==> src/rtl/sram_ctrl_pkg.sv <==
package sram_ctrl_pkg;

  typedef enum logic [2:0] {
    ST_IDLE   = 3'd0,
    ST_READ   = 3'd1,
    ST_WSETUP = 3'd2,
    ST_WPULSE = 3'd3,
    ST_WHOLD  = 3'd4,
    ST_SLEEP  = 3'd5,
    ST_WAKE   = 3'd6
  } ctrl_state_e;

  typedef struct packed {
    logic sel_n;
    logic sel_p;
    logic rden_n;
    logic wren_n;
    logic drive;
  } strobe_t;

  localparam strobe_t STROBE_OFF = '{sel_n: 1'b1, sel_p: 1'b0, rden_n: 1'b1,
                                     wren_n: 1'b1, drive: 1'b0};

  // Round a nanosecond minimum up to whole clock periods, never below one.
  function automatic int unsigned ns_to_cycles(input int unsigned t_ns,
                                               input int unsigned period_ns);
    int unsigned c;
    c = (t_ns + period_ns - 1) / period_ns;
    if (c == 0) c = 1;
    return c;
  endfunction

  function automatic int unsigned max_u(input int unsigned a, input int unsigned b);
    return (a > b) ? a : b;
  endfunction

endpackage

==> src/rtl/sram_rst_sync.sv <==
module sram_rst_sync (
  input  logic clk,
  input  logic rst_n,
  output logic srst_n
);
  logic [1:0] sync_q;

  always_ff @(posedge clk or negedge rst_n) begin
    if (!rst_n) begin
      sync_q <= 2'b00;
    end else begin
      sync_q <= {sync_q[0], 1'b1};
    end
  end

  assign srst_n = sync_q[1];
endmodule

==> src/rtl/sram_cycle_timer.sv <==
module sram_cycle_timer #(
  parameter int unsigned CNT_W = 3
) (
  input  logic             clk,
  input  logic             rst_n,
  input  logic             load,
  input  logic [CNT_W-1:0] load_val,
  input  logic             tick_en,
  output logic             expired
);
  logic [CNT_W-1:0] count_q;
  logic [CNT_W-1:0] count_d;

  always_comb begin
    count_d = count_q;
    if (load) begin
      count_d = load_val;
    end else if (tick_en && (count_q != '0)) begin
      count_d = count_q - 1'b1;
    end
  end

  always_ff @(posedge clk or negedge rst_n) begin
    if (!rst_n) begin
      count_q <= '0;
    end else begin
      count_q <= count_d;
    end
  end

  assign expired = (count_q == '0);
endmodule

==> src/rtl/sram_seq_fsm.sv <==
module sram_seq_fsm
  import sram_ctrl_pkg::*;
#(
  parameter int unsigned RD_CYC  = 7,
  parameter int unsigned WP_CYC  = 6,
  parameter int unsigned RDR_CYC = 7,
  parameter int unsigned CNT_W   = 3
) (
  input  logic             clk,
  input  logic             rst_n,
  input  logic             req_valid,
  input  logic             req_wr,
  input  logic             sleep_req,
  input  logic             expired,
  output logic             req_ready,
  output logic             accept,
  output logic             capture,
  output logic             load,
  output logic [CNT_W-1:0] load_val,
  output logic             tick_en,
  output ctrl_state_e      state_d
);
  localparam logic [CNT_W-1:0] RD_LOAD  = CNT_W'(RD_CYC - 1);
  localparam logic [CNT_W-1:0] WP_LOAD  = CNT_W'(WP_CYC - 1);
  localparam logic [CNT_W-1:0] RDR_LOAD = CNT_W'(RDR_CYC - 1);

  ctrl_state_e state_q;

  always_comb begin
    state_d   = state_q;
    load      = 1'b0;
    load_val  = '0;
    capture   = 1'b0;
    req_ready = rst_n && (state_q == ST_IDLE) && !sleep_req;
    accept    = req_ready && req_valid;
    tick_en   = (state_q == ST_READ) || (state_q == ST_WPULSE) || (state_q == ST_WAKE);
    case (state_q)
      ST_IDLE: begin
        if (sleep_req) begin
          state_d = ST_SLEEP;
        end else if (accept) begin
          if (req_wr) begin
            state_d = ST_WSETUP;
          end else begin
            state_d  = ST_READ;
            load     = 1'b1;
            load_val = RD_LOAD;
          end
        end
      end
      ST_READ: begin
        if (expired) begin
          capture = 1'b1;
          state_d = ST_IDLE;
        end
      end
      ST_WSETUP: begin
        state_d  = ST_WPULSE;
        load     = 1'b1;
        load_val = WP_LOAD;
      end
      ST_WPULSE: begin
        if (expired) state_d = ST_WHOLD;
      end
      ST_WHOLD: begin
        state_d = ST_IDLE;
      end
      ST_SLEEP: begin
        if (!sleep_req) begin
          state_d  = ST_WAKE;
          load     = 1'b1;
          load_val = RDR_LOAD;
        end
      end
      ST_WAKE: begin
        if (expired) state_d = ST_IDLE;
      end
      default: state_d = ST_IDLE;
    endcase
  end

  always_ff @(posedge clk or negedge rst_n) begin
    if (!rst_n) begin
      state_q <= ST_IDLE;
    end else begin
      state_q <= state_d;
    end
  end
endmodule

==> src/rtl/sram_strobe_gen.sv <==
module sram_strobe_gen
  import sram_ctrl_pkg::*;
(
  input  logic        clk,
  input  logic        rst_n,
  input  ctrl_state_e state_d,
  output strobe_t     strobe_q
);
  strobe_t strobe_d;

  // Strobes are registered from the next state so each pin leaves a flop.
  always_comb begin
    strobe_d = STROBE_OFF;
    case (state_d)
      ST_READ: begin
        strobe_d.sel_n  = 1'b0;
        strobe_d.sel_p  = 1'b1;
        strobe_d.rden_n = 1'b0;
      end
      ST_WSETUP, ST_WHOLD: begin
        strobe_d.sel_n = 1'b0;
        strobe_d.sel_p = 1'b1;
        strobe_d.drive = 1'b1;
      end
      ST_WPULSE: begin
        strobe_d.sel_n  = 1'b0;
        strobe_d.sel_p  = 1'b1;
        strobe_d.wren_n = 1'b0;
        strobe_d.drive  = 1'b1;
      end
      default: strobe_d = STROBE_OFF;
    endcase
  end

  always_ff @(posedge clk or negedge rst_n) begin
    if (!rst_n) begin
      strobe_q <= STROBE_OFF;
    end else begin
      strobe_q <= strobe_d;
    end
  end
endmodule

==> src/rtl/sram_data_path.sv <==
module sram_data_path #(
  parameter int unsigned ADDR_W = 18,
  parameter int unsigned DATA_W = 8
) (
  input  logic              clk,
  input  logic              rst_n,
  input  logic              accept,
  input  logic              capture,
  input  logic [ADDR_W-1:0] req_addr,
  input  logic [DATA_W-1:0] req_wdata,
  input  logic [DATA_W-1:0] mem_dq_in,
  output logic [ADDR_W-1:0] mem_addr,
  output logic [DATA_W-1:0] mem_dq_out,
  output logic              rsp_valid,
  output logic [DATA_W-1:0] rsp_rdata
);
  logic [ADDR_W-1:0] addr_q;
  logic [DATA_W-1:0] wdata_q;
  logic [DATA_W-1:0] rdata_q;
  logic              rsp_q;

  always_ff @(posedge clk or negedge rst_n) begin
    if (!rst_n) begin
      addr_q  <= '0;
      wdata_q <= '0;
    end else if (accept) begin
      addr_q  <= req_addr;
      wdata_q <= req_wdata;
    end
  end

  always_ff @(posedge clk or negedge rst_n) begin
    if (!rst_n) begin
      rdata_q <= '0;
    end else if (capture) begin
      rdata_q <= mem_dq_in;
    end
  end

  always_ff @(posedge clk or negedge rst_n) begin
    if (!rst_n) begin
      rsp_q <= 1'b0;
    end else begin
      rsp_q <= capture;
    end
  end

  assign mem_addr   = addr_q;
  assign mem_dq_out = wdata_q;
  assign rsp_valid  = rsp_q;
  assign rsp_rdata  = rdata_q;
endmodule

==> src/rtl/sram_strobe_ctrl.sv <==
module sram_strobe_ctrl
  import sram_ctrl_pkg::*;
#(
  parameter int unsigned CLK_PERIOD_NS = 10,
  parameter int unsigned ADDR_W        = 18,
  parameter int unsigned DATA_W        = 8,
  parameter int unsigned T_RC_NS       = 70,
  parameter int unsigned T_AA_NS       = 70,
  parameter int unsigned T_OE_NS       = 35,
  parameter int unsigned T_WC_NS       = 70,
  parameter int unsigned T_WP_NS       = 55,
  parameter int unsigned T_CW_NS       = 60,
  parameter int unsigned T_DW_NS       = 30
) (
  input  logic              clk,
  input  logic              rst_n,
  input  logic              req_valid,
  output logic              req_ready,
  input  logic [ADDR_W-1:0] req_addr,
  input  logic              req_wr,
  input  logic [DATA_W-1:0] req_wdata,
  input  logic              sleep_req,
  output logic              rsp_valid,
  output logic [DATA_W-1:0] rsp_rdata,
  output logic [ADDR_W-1:0] mem_addr,
  output logic              mem_sel_n,
  output logic              mem_sel_p,
  output logic              mem_rden_n,
  output logic              mem_wren_n,
  output logic [DATA_W-1:0] mem_dq_out,
  output logic              mem_dq_oe,
  input  logic [DATA_W-1:0] mem_dq_in
);
  localparam int unsigned RC_C  = ns_to_cycles(T_RC_NS, CLK_PERIOD_NS);
  localparam int unsigned AA_C  = ns_to_cycles(T_AA_NS, CLK_PERIOD_NS);
  localparam int unsigned OE_C  = ns_to_cycles(T_OE_NS, CLK_PERIOD_NS);
  localparam int unsigned WC_C  = ns_to_cycles(T_WC_NS, CLK_PERIOD_NS);
  localparam int unsigned WP_C  = ns_to_cycles(T_WP_NS, CLK_PERIOD_NS);
  localparam int unsigned CW_C  = ns_to_cycles(T_CW_NS, CLK_PERIOD_NS);
  localparam int unsigned DW_C  = ns_to_cycles(T_DW_NS, CLK_PERIOD_NS);
  // Setup and hold cycles already cover two periods of the write cycle.
  localparam int unsigned WC_PULSE = (WC_C > 2) ? (WC_C - 2) : 1;
  localparam int unsigned RD_CYC   = max_u(RC_C, max_u(AA_C, OE_C));
  localparam int unsigned WP_CYC   = max_u(max_u(WP_C, CW_C), max_u(DW_C, WC_PULSE));
  localparam int unsigned RDR_CYC  = RC_C;
  localparam int unsigned MAX_CYC  = max_u(RD_CYC, max_u(WP_CYC, RDR_CYC));
  localparam int unsigned CNT_W    = $clog2(MAX_CYC + 1);

  logic             srst_n;
  logic             accept;
  logic             capture;
  logic             load;
  logic [CNT_W-1:0] load_val;
  logic             tick_en;
  logic             expired;
  ctrl_state_e      state_d;
  strobe_t          strobe_q;

  sram_rst_sync u_rst_sync (
    .clk    (clk),
    .rst_n  (rst_n),
    .srst_n (srst_n)
  );

  sram_seq_fsm #(
    .RD_CYC  (RD_CYC),
    .WP_CYC  (WP_CYC),
    .RDR_CYC (RDR_CYC),
    .CNT_W   (CNT_W)
  ) u_fsm (
    .clk       (clk),
    .rst_n     (srst_n),
    .req_valid (req_valid),
    .req_wr    (req_wr),
    .sleep_req (sleep_req),
    .expired   (expired),
    .req_ready (req_ready),
    .accept    (accept),
    .capture   (capture),
    .load      (load),
    .load_val  (load_val),
    .tick_en   (tick_en),
    .state_d   (state_d)
  );

  sram_cycle_timer #(
    .CNT_W (CNT_W)
  ) u_timer (
    .clk      (clk),
    .rst_n    (srst_n),
    .load     (load),
    .load_val (load_val),
    .tick_en  (tick_en),
    .expired  (expired)
  );

  sram_strobe_gen u_strobe (
    .clk      (clk),
    .rst_n    (srst_n),
    .state_d  (state_d),
    .strobe_q (strobe_q)
  );

  sram_data_path #(
    .ADDR_W (ADDR_W),
    .DATA_W (DATA_W)
  ) u_data (
    .clk        (clk),
    .rst_n      (srst_n),
    .accept     (accept),
    .capture    (capture),
    .req_addr   (req_addr),
    .req_wdata  (req_wdata),
    .mem_dq_in  (mem_dq_in),
    .mem_addr   (mem_addr),
    .mem_dq_out (mem_dq_out),
    .rsp_valid  (rsp_valid),
    .rsp_rdata  (rsp_rdata)
  );

  assign mem_sel_n  = strobe_q.sel_n;
  assign mem_sel_p  = strobe_q.sel_p;
  assign mem_rden_n = strobe_q.rden_n;
  assign mem_wren_n = strobe_q.wren_n;
  assign mem_dq_oe  = strobe_q.drive;
endmodule

==> config.mk <==
export PLATFORM = sky130hd
export DESIGN_NAME = sram_strobe_ctrl
export DESIGN_NICKNAME = d
export VERILOG_FILES = /design/src/rtl/sram_ctrl_pkg.sv /design/src/rtl/sram_rst_sync.sv /design/src/rtl/sram_cycle_timer.sv /design/src/rtl/sram_seq_fsm.sv /design/src/rtl/sram_strobe_gen.sv /design/src/rtl/sram_data_path.sv /design/src/rtl/sram_strobe_ctrl.sv
export SDC_FILE = /design/constraint.sdc
export NUM_CORES = 1
export LEC_CHECK = 0
export CAP_MARGIN = 20
export CORE_MARGIN = 5
export CORE_UTILIZATION = 25
export DETAILED_ROUTE_END_ITERATION = 7
export GPL_TIMING_DRIVEN = 0
export PLACE_DENSITY = 0.61
export SYNTH_ARGS = -nofsm -noshare
export SYNTH_HDL_FRONTEND = slang
export SYNTH_SLANG_ARGS = --single-unit
==> constraint.sdc <==
create_clock -name clk -period 6.95 [get_ports clk]
set_input_delay 1.7375 -clock clk [delete_from_list [all_inputs] [get_ports clk]]
set_output_delay 1.7375 -clock clk [all_outputs]
set_load 0.005 [all_outputs]
Word level (Yosys, flattened, before mapping):

Index checks and enable logic that the tools add are counted.
W data, S select, Z words.

* mux-type cells: 25
* $add $sub $neg: 1
* reduce and logical (&&, ||, !) cells: 14
* equality and inequality tests: 9

Operator list (count)
* $mux W3: 11
* $pmux W3 S5: 1
* $eq A3 B2 Y1 const B: 4
* $eq A3 B3 Y1 const B: 3
* $mux W1: 9
* $pmux W3 S3: 1
* $eq A3 B1 Y1 const B: 2
* $logic_not A3 Y1: 2
* $logic_and A1 B1 Y1: 4
* $mux W2: 2
* $reduce_or A4 Y1: 1
* $pmux W1 S3: 1
* $reduce_bool A3 Y1: 1
* $reduce_or A3 Y1: 1
* $sub A3 B1 Y3 const B: 1
* $logic_or A1 B1 Y1: 2
* $reduce_bool A2 Y1: 1
* $reduce_or A2 Y1: 1
* $logic_not A1 Y1: 1

* register bits: 48
* input port bits: 39
* output and inout bits: 41
* word-level logic and storage cells: 61

Logic depth before layout (Yosys ltp):

Gate-level depths: netlist (run 1).

* depth in word-level cells: 10
* gate-level depth with buffers: 7
* mapped depth without buffers: 7

Hierarchy:

Synthesis (run 1) repeated with hierarchy kept, for this count alone.

* cell total of the unflattened synthesis: 141
* area, all modules: 2099.5 um2

Modules (own cells, without submodules)
* sram_data_path: area an instance 1390.1 um2, sequential area each 875.8 um2, times used 1, cells each 73
* sram_seq_fsm: area an instance 285.3 um2, sequential area each 75.1 um2, times used 1, cells each 35
* sram_cycle_timer: area an instance 190.2 um2, sequential area each 75.1 um2, times used 1, cells each 19
* sram_strobe_gen: area an instance 180.2 um2, sequential area each 128.9 um2, times used 1, cells each 11
* sram_rst_sync: area an instance 53.8 um2, sequential area each 50.0 um2, times used 1, cells each 3

Worst setup path before layout (run 1):

OpenSTA, ideal clock, no wires.

* path type: input-to-output
* start point: input sleep_req
* end point: output req_ready
* buffers on the path: 0
* required time: 5213 ps
* data arrival time: 1996 ps
* stages on the path: 2
* path slack: 3216 ps
* cell sequence: nor2_1 and3_4

* word-level cells in the longest chain between the ends: 2

RTL lines
* start, declared: line sram_strobe_ctrl.sv:22 `input logic sleep_req,`
* $logic_not A1 Y1: line sram_seq_fsm.sv:34 `req_ready = rst_n && (state_q == ST_IDLE) && !sleep_req;`
* $logic_and A1 B1 Y1: line sram_seq_fsm.sv:34
* end, declared: line sram_strobe_ctrl.sv:18 `output logic req_ready,`

No other way between the ends.

Worst setup path after layout (run 1):

Same ends and word-level chain as after synthesis.

==> impl_summary.log, run 1 <==
INFO  metric dieArea = 0.0102 mm^2
INFO  metric worst_slew_margin_rel = 60.6%
INFO  metric setup_total_negative_slack = 0 ns
INFO  metric finalHoldViolCount = 0
INFO  metric post_synth_inst_count = 201
INFO  metric cpPeakStageDelay = 0.50 ns
INFO  metric worst_setup_path_start_kind = input pin
INFO  metric clk-insertion-delay-late = 0.29 ns
INFO  metric worst_path_dominant_cell_family = buffers and inverters
INFO  metric tritoncts.num_buffers = 5
INFO  metric number_of_enable_type_register_cells_in_the_synthesized_netlist = 0
INFO  metric vias_per_cell = 4.18
INFO  metric clockRootBuffer = sky130_fd_sc_hd__clkbuf_8
INFO  metric ctsLongestPathBuffers = 2
INFO  metric drt.antenna.violating_nets = 0
INFO  metric list_of_cells_traversed_by_the_critical_path = clkdlybuf4s50_1, nor2_1, and3_4, clkdlybuf4s50_1
INFO  metric drc_errors = 0
INFO  metric gp_routability_congestion = 0.805
INFO  metric grt-ovfl-total = 0
INFO  metric grtUsageTotal = 10.2%
INFO  metric cts_htree_levels = 2
INFO  metric post_cts.repair.setup_buffers = 0
INFO  metric clock_sink_count = 48
INFO  metric synth.top_cells.by_area = sky130_fd_sc_hd__dfrtp_1 (54%), sky130_fd_sc_hd__nand2_1 (16%), sky130_fd_sc_hd__mux2_2 (4.4%)
INFO  metric mappedNetlistArea = 0.00207 mm^2
INFO  metric synth-seq-area-share = 58.2%
INFO  metric ios = 80
INFO  metric postSynthRegisterBits = 48
INFO  metric final_period_minus_worst_setup_slack = 4.78 ns
INFO  metric timing.max_cap.violations = 0
INFO  metric synth_top_flop_cell = sky130_fd_sc_hd__dfrtp_1
INFO  metric worst_r2r_path_cells = 7
INFO  metric synth_largest_type_area_fraction = 54.4%
INFO  metric power.ir.vdd_worst = 183 uV
INFO  metric floorplan.initialDensity = 25.4%
INFO  metric grt_start_max_net_pins = 26
INFO  metric status = finished, final reports clean
INFO  metric synthesis.area_per_instance = 10.3 um^2
INFO  metric ctsHoldBuffers = 0
INFO  metric core_region_area = 0.00813 mm^2
INFO  metric yosys_warnings = 0
INFO  metric worst_ep_required_time = 5.21 ns
INFO  metric final_net_count = 329
INFO  metric cts_tree = built
INFO  metric grt_setup_unrepaired = false
INFO  metric critical_path_buf_inv_count = 2
INFO  metric total_power = 1.32 mW
INFO  metric fin_worst_skew = 0.00490 ns
INFO  metric chipWidth = 101 um
INFO  metric nFillCells = 813
INFO  metric crit_fanout = 5
INFO  metric synth_cell_type_count = 45
INFO  metric slew_violations = 0
INFO  metric die_height = 101 um
INFO  metric post-route-period-util = 68.8%
INFO  metric drt_iter0_markers = 46
INFO  metric crit_slowest_cell = sky130_fd_sc_hd__clkdlybuf4s50_1
INFO  metric worst_hold_path_type = flip-flop to asynchronous set/reset pin
INFO  metric leakage_dissipation = 1.43 nW
INFO  metric grt_first_pass_wirelength = 8380 um
INFO  metric wl = 5020 um
INFO  metric reg2reg_launch_point = u_timer.count_q[0]$_DFFE_PN0P_
INFO  metric detail_route.first_pass.iterations = 4
INFO  metric postSynthNetCount = 242
INFO  metric avgRoutedWirePerCell = 12.7 um
INFO  metric power_dens_cells = 419 mW/mm^2
INFO  metric cp_data_arrival_time = 3.05 ns
INFO  metric cts_resized = 0
INFO  metric cell_rows = 33
INFO  metric timing.critical_path.from = sleep_req
INFO  metric critPathKind = input pin to output port
INFO  metric number_of_antenna_violations_at_the_first_check_in_global_routing = 0
INFO  metric cts.clk_slew.worst_paths = 0.09 ns
INFO  metric dp_hpwl = 3760 um
INFO  metric vias_in_the_first_global_route = 1,744
INFO  metric flow.area_growth_from_synthesis = 51.7%
INFO  metric fraction_of_final_layout_cells_sized_beyond_drive_strength_1 = 13.8%
INFO  metric setup_violations = 0
INFO  metric placement.io_buffers = 79
INFO  metric postSynth.asyncResetShare = 100%
INFO  metric cell_type_contributing_the_most_total_cell_area_after_synthesis = sky130_fd_sc_hd__dfrtp_1
INFO  metric critical_path_cell_count = 4
INFO  metric critical_path.endpoint_type = output port
INFO  metric max_frequency = 209 MHz
INFO  metric tightest_slew = 0.588 ns
INFO  metric via_count = 1,645
INFO  metric antennaDiodeCount = 0
INFO  metric timing.critical_path.mode_cell = sky130_fd_sc_hd__clkdlybuf4s50_1
==> path summary, 6_finish.rpt <==
kind | to | slack (ns)
worst min register to register | u_data.mem_addr[13]$_DFFE_PN0N_ | 0.26
worst max register to register | u_strobe.strobe_q[0]$_DFF_PN0_ | 5.00
worst min-delay path | u_data.mem_addr[13]$_DFFE_PN0N_ | 0.26
max in group asynchronous | u_rst_sync.sync_q[1]$_DFF_PN0_ | 5.22
min in group clk | u_rst_sync.sync_q[1]$_DFF_PN0_ | 0.35
worst max-delay path | req_ready | 2.17
==> placed cells by master (no fill, tap or decap), types with 3 or more instances in the layout <==
cell	netlist	final
sky130_fd_sc_hd__nand2_1	86	86
sky130_fd_sc_hd__mux2_2	8	8
sky130_fd_sc_hd__nor2_1	4	4
sky130_fd_sc_hd__dfrtp_1	45	44
sky130_fd_sc_hd__dfstp_2	3	3
sky130_fd_sc_hd__clkdlybuf4s50_1	0	79
sky130_fd_sc_hd__o21ai_0	3	3
sky130_fd_sc_hd__buf_2	5	5
sky130_fd_sc_hd__clkbuf_8	2	9
sky130_fd_sc_hd__a21oi_1	4	4
==> power by group <==
part / internal (mW) / leakage (nW) / switching, mW
Combinational: 0.363 / 0.776 / 0.248
Clock: 0.127 / 0.0645 / 0.0892
Sequential: 0.415 / 0.594 / 0.0739
==> stage by stage <==
stage	setup slack, ns	cell area, um^2	util, %	hold slack, ns	std cells
after CTS	2.16	3140	38.6	0.292	394
after global routing	2.09	3140	38.6	0.329	394
after global placement	2.15	2990	36.8	0.335	385
after floorplan	3.22	2070	-	0.331	201
after detailed placement	2.16	3010	37.0	0.281	386
final	2.17	3140	38.6	0.263	394
==> cells by family (layout without fill, tap and decap cells) <==
logic type / count (synthesis) / in the layout / synth area share, %
simple gates: 110 / 110 / 24.8
buf+inv: 11 / 99 / 3.81
mux: 8 / 8 / 4.35
flops: 48 / 48 / 58.2
other cells: 1 / 1 / 0.181
fa+ha+maj: 3 / 3 / 1.69
compound gates: 20 / 20 / 6.89
==> final cells by class <==
| type | count | area, um^2 | area share (%) |
|---|---|---|---|
| buffer | 9 | 71.3 | 2.27 |
| clock buffer | 7 | 96.3 | 3.07 |
| clock inverter | 1 | 30.0 | 0.957 |
| inverter | 2 | 7.51 | 0.239 |
| multi-input combinational | 142 | 786 | 25.0 |
| sequential | 48 | 1210 | 38.4 |
| tap | 105 | 131 | 4.18 |
| timing repair buffer | 80 | 811 | 25.8 |
==> Yosys cell counts (2+ instances only) <==
master                     count
sky130_fd_sc_hd__dfstp_2       3
sky130_fd_sc_hd__dfrtp_1      45
sky130_fd_sc_hd__ha_1          2
sky130_fd_sc_hd__nand3b_1      2
sky130_fd_sc_hd__buf_2         5
sky130_fd_sc_hd__nor2_1        4
sky130_fd_sc_hd__o21ai_0       3
sky130_fd_sc_hd__mux2_2        8
sky130_fd_sc_hd__a21oi_1       4
sky130_fd_sc_hd__nand2_1      86
sky130_fd_sc_hd__nand3_1       2
sky130_fd_sc_hd__and2b_2       2
sky130_fd_sc_hd__clkbuf_8      2
sky130_fd_sc_hd__inv_1         2
==> layer usage <==
metal | GRT usage, % | vias up | wire length [um]
met4 | 2.45 | 0 | 20
met5 | 0 | - | 0
met2 | 15.2 | 60 | 2200
met1 | 13.6 | 751 | 2200
met3 | 4.71 | 2 | 594
li1 | - | 832 | -
==> sequential cells by signal, summed over array words and instances (netlist names) <==
register,cells
u_strobe.strobe_q,5
u_data.mem_dq_out,8
u_data.rsp_rdata,8
u_data.mem_addr,18
u_timer.count_q,3
u_data.rsp_valid,1
u_fsm.state_q,3
u_rst_sync.sync_q,2
Note: power is estimated with default switching activity, not from simulation.
==> run 2: changes to the inputs <==
==> constraint.sdc (replaced) <==
create_clock -name clk -period 4.91 [get_ports clk]
set_input_delay 1.2275 -clock clk [delete_from_list [all_inputs] [get_ports clk]]
set_output_delay 1.2275 -clock clk [all_outputs]
set_load 0.005 [all_outputs]
==> results of run 2 <==
Same layout as run 1 (identical final DEF). Status: finished, final reports clean.
Among the figures that moved: setup slack after placement 2.16 ns -> 1.14 ns; setup slack after layout 2.17 ns -> 1.15 ns; register-to-register setup slack 5.00 ns -> 2.96 ns; total power 1.32 mW -> 1.86 mW; worst IR drop on VDD 183 uV -> 259 uV
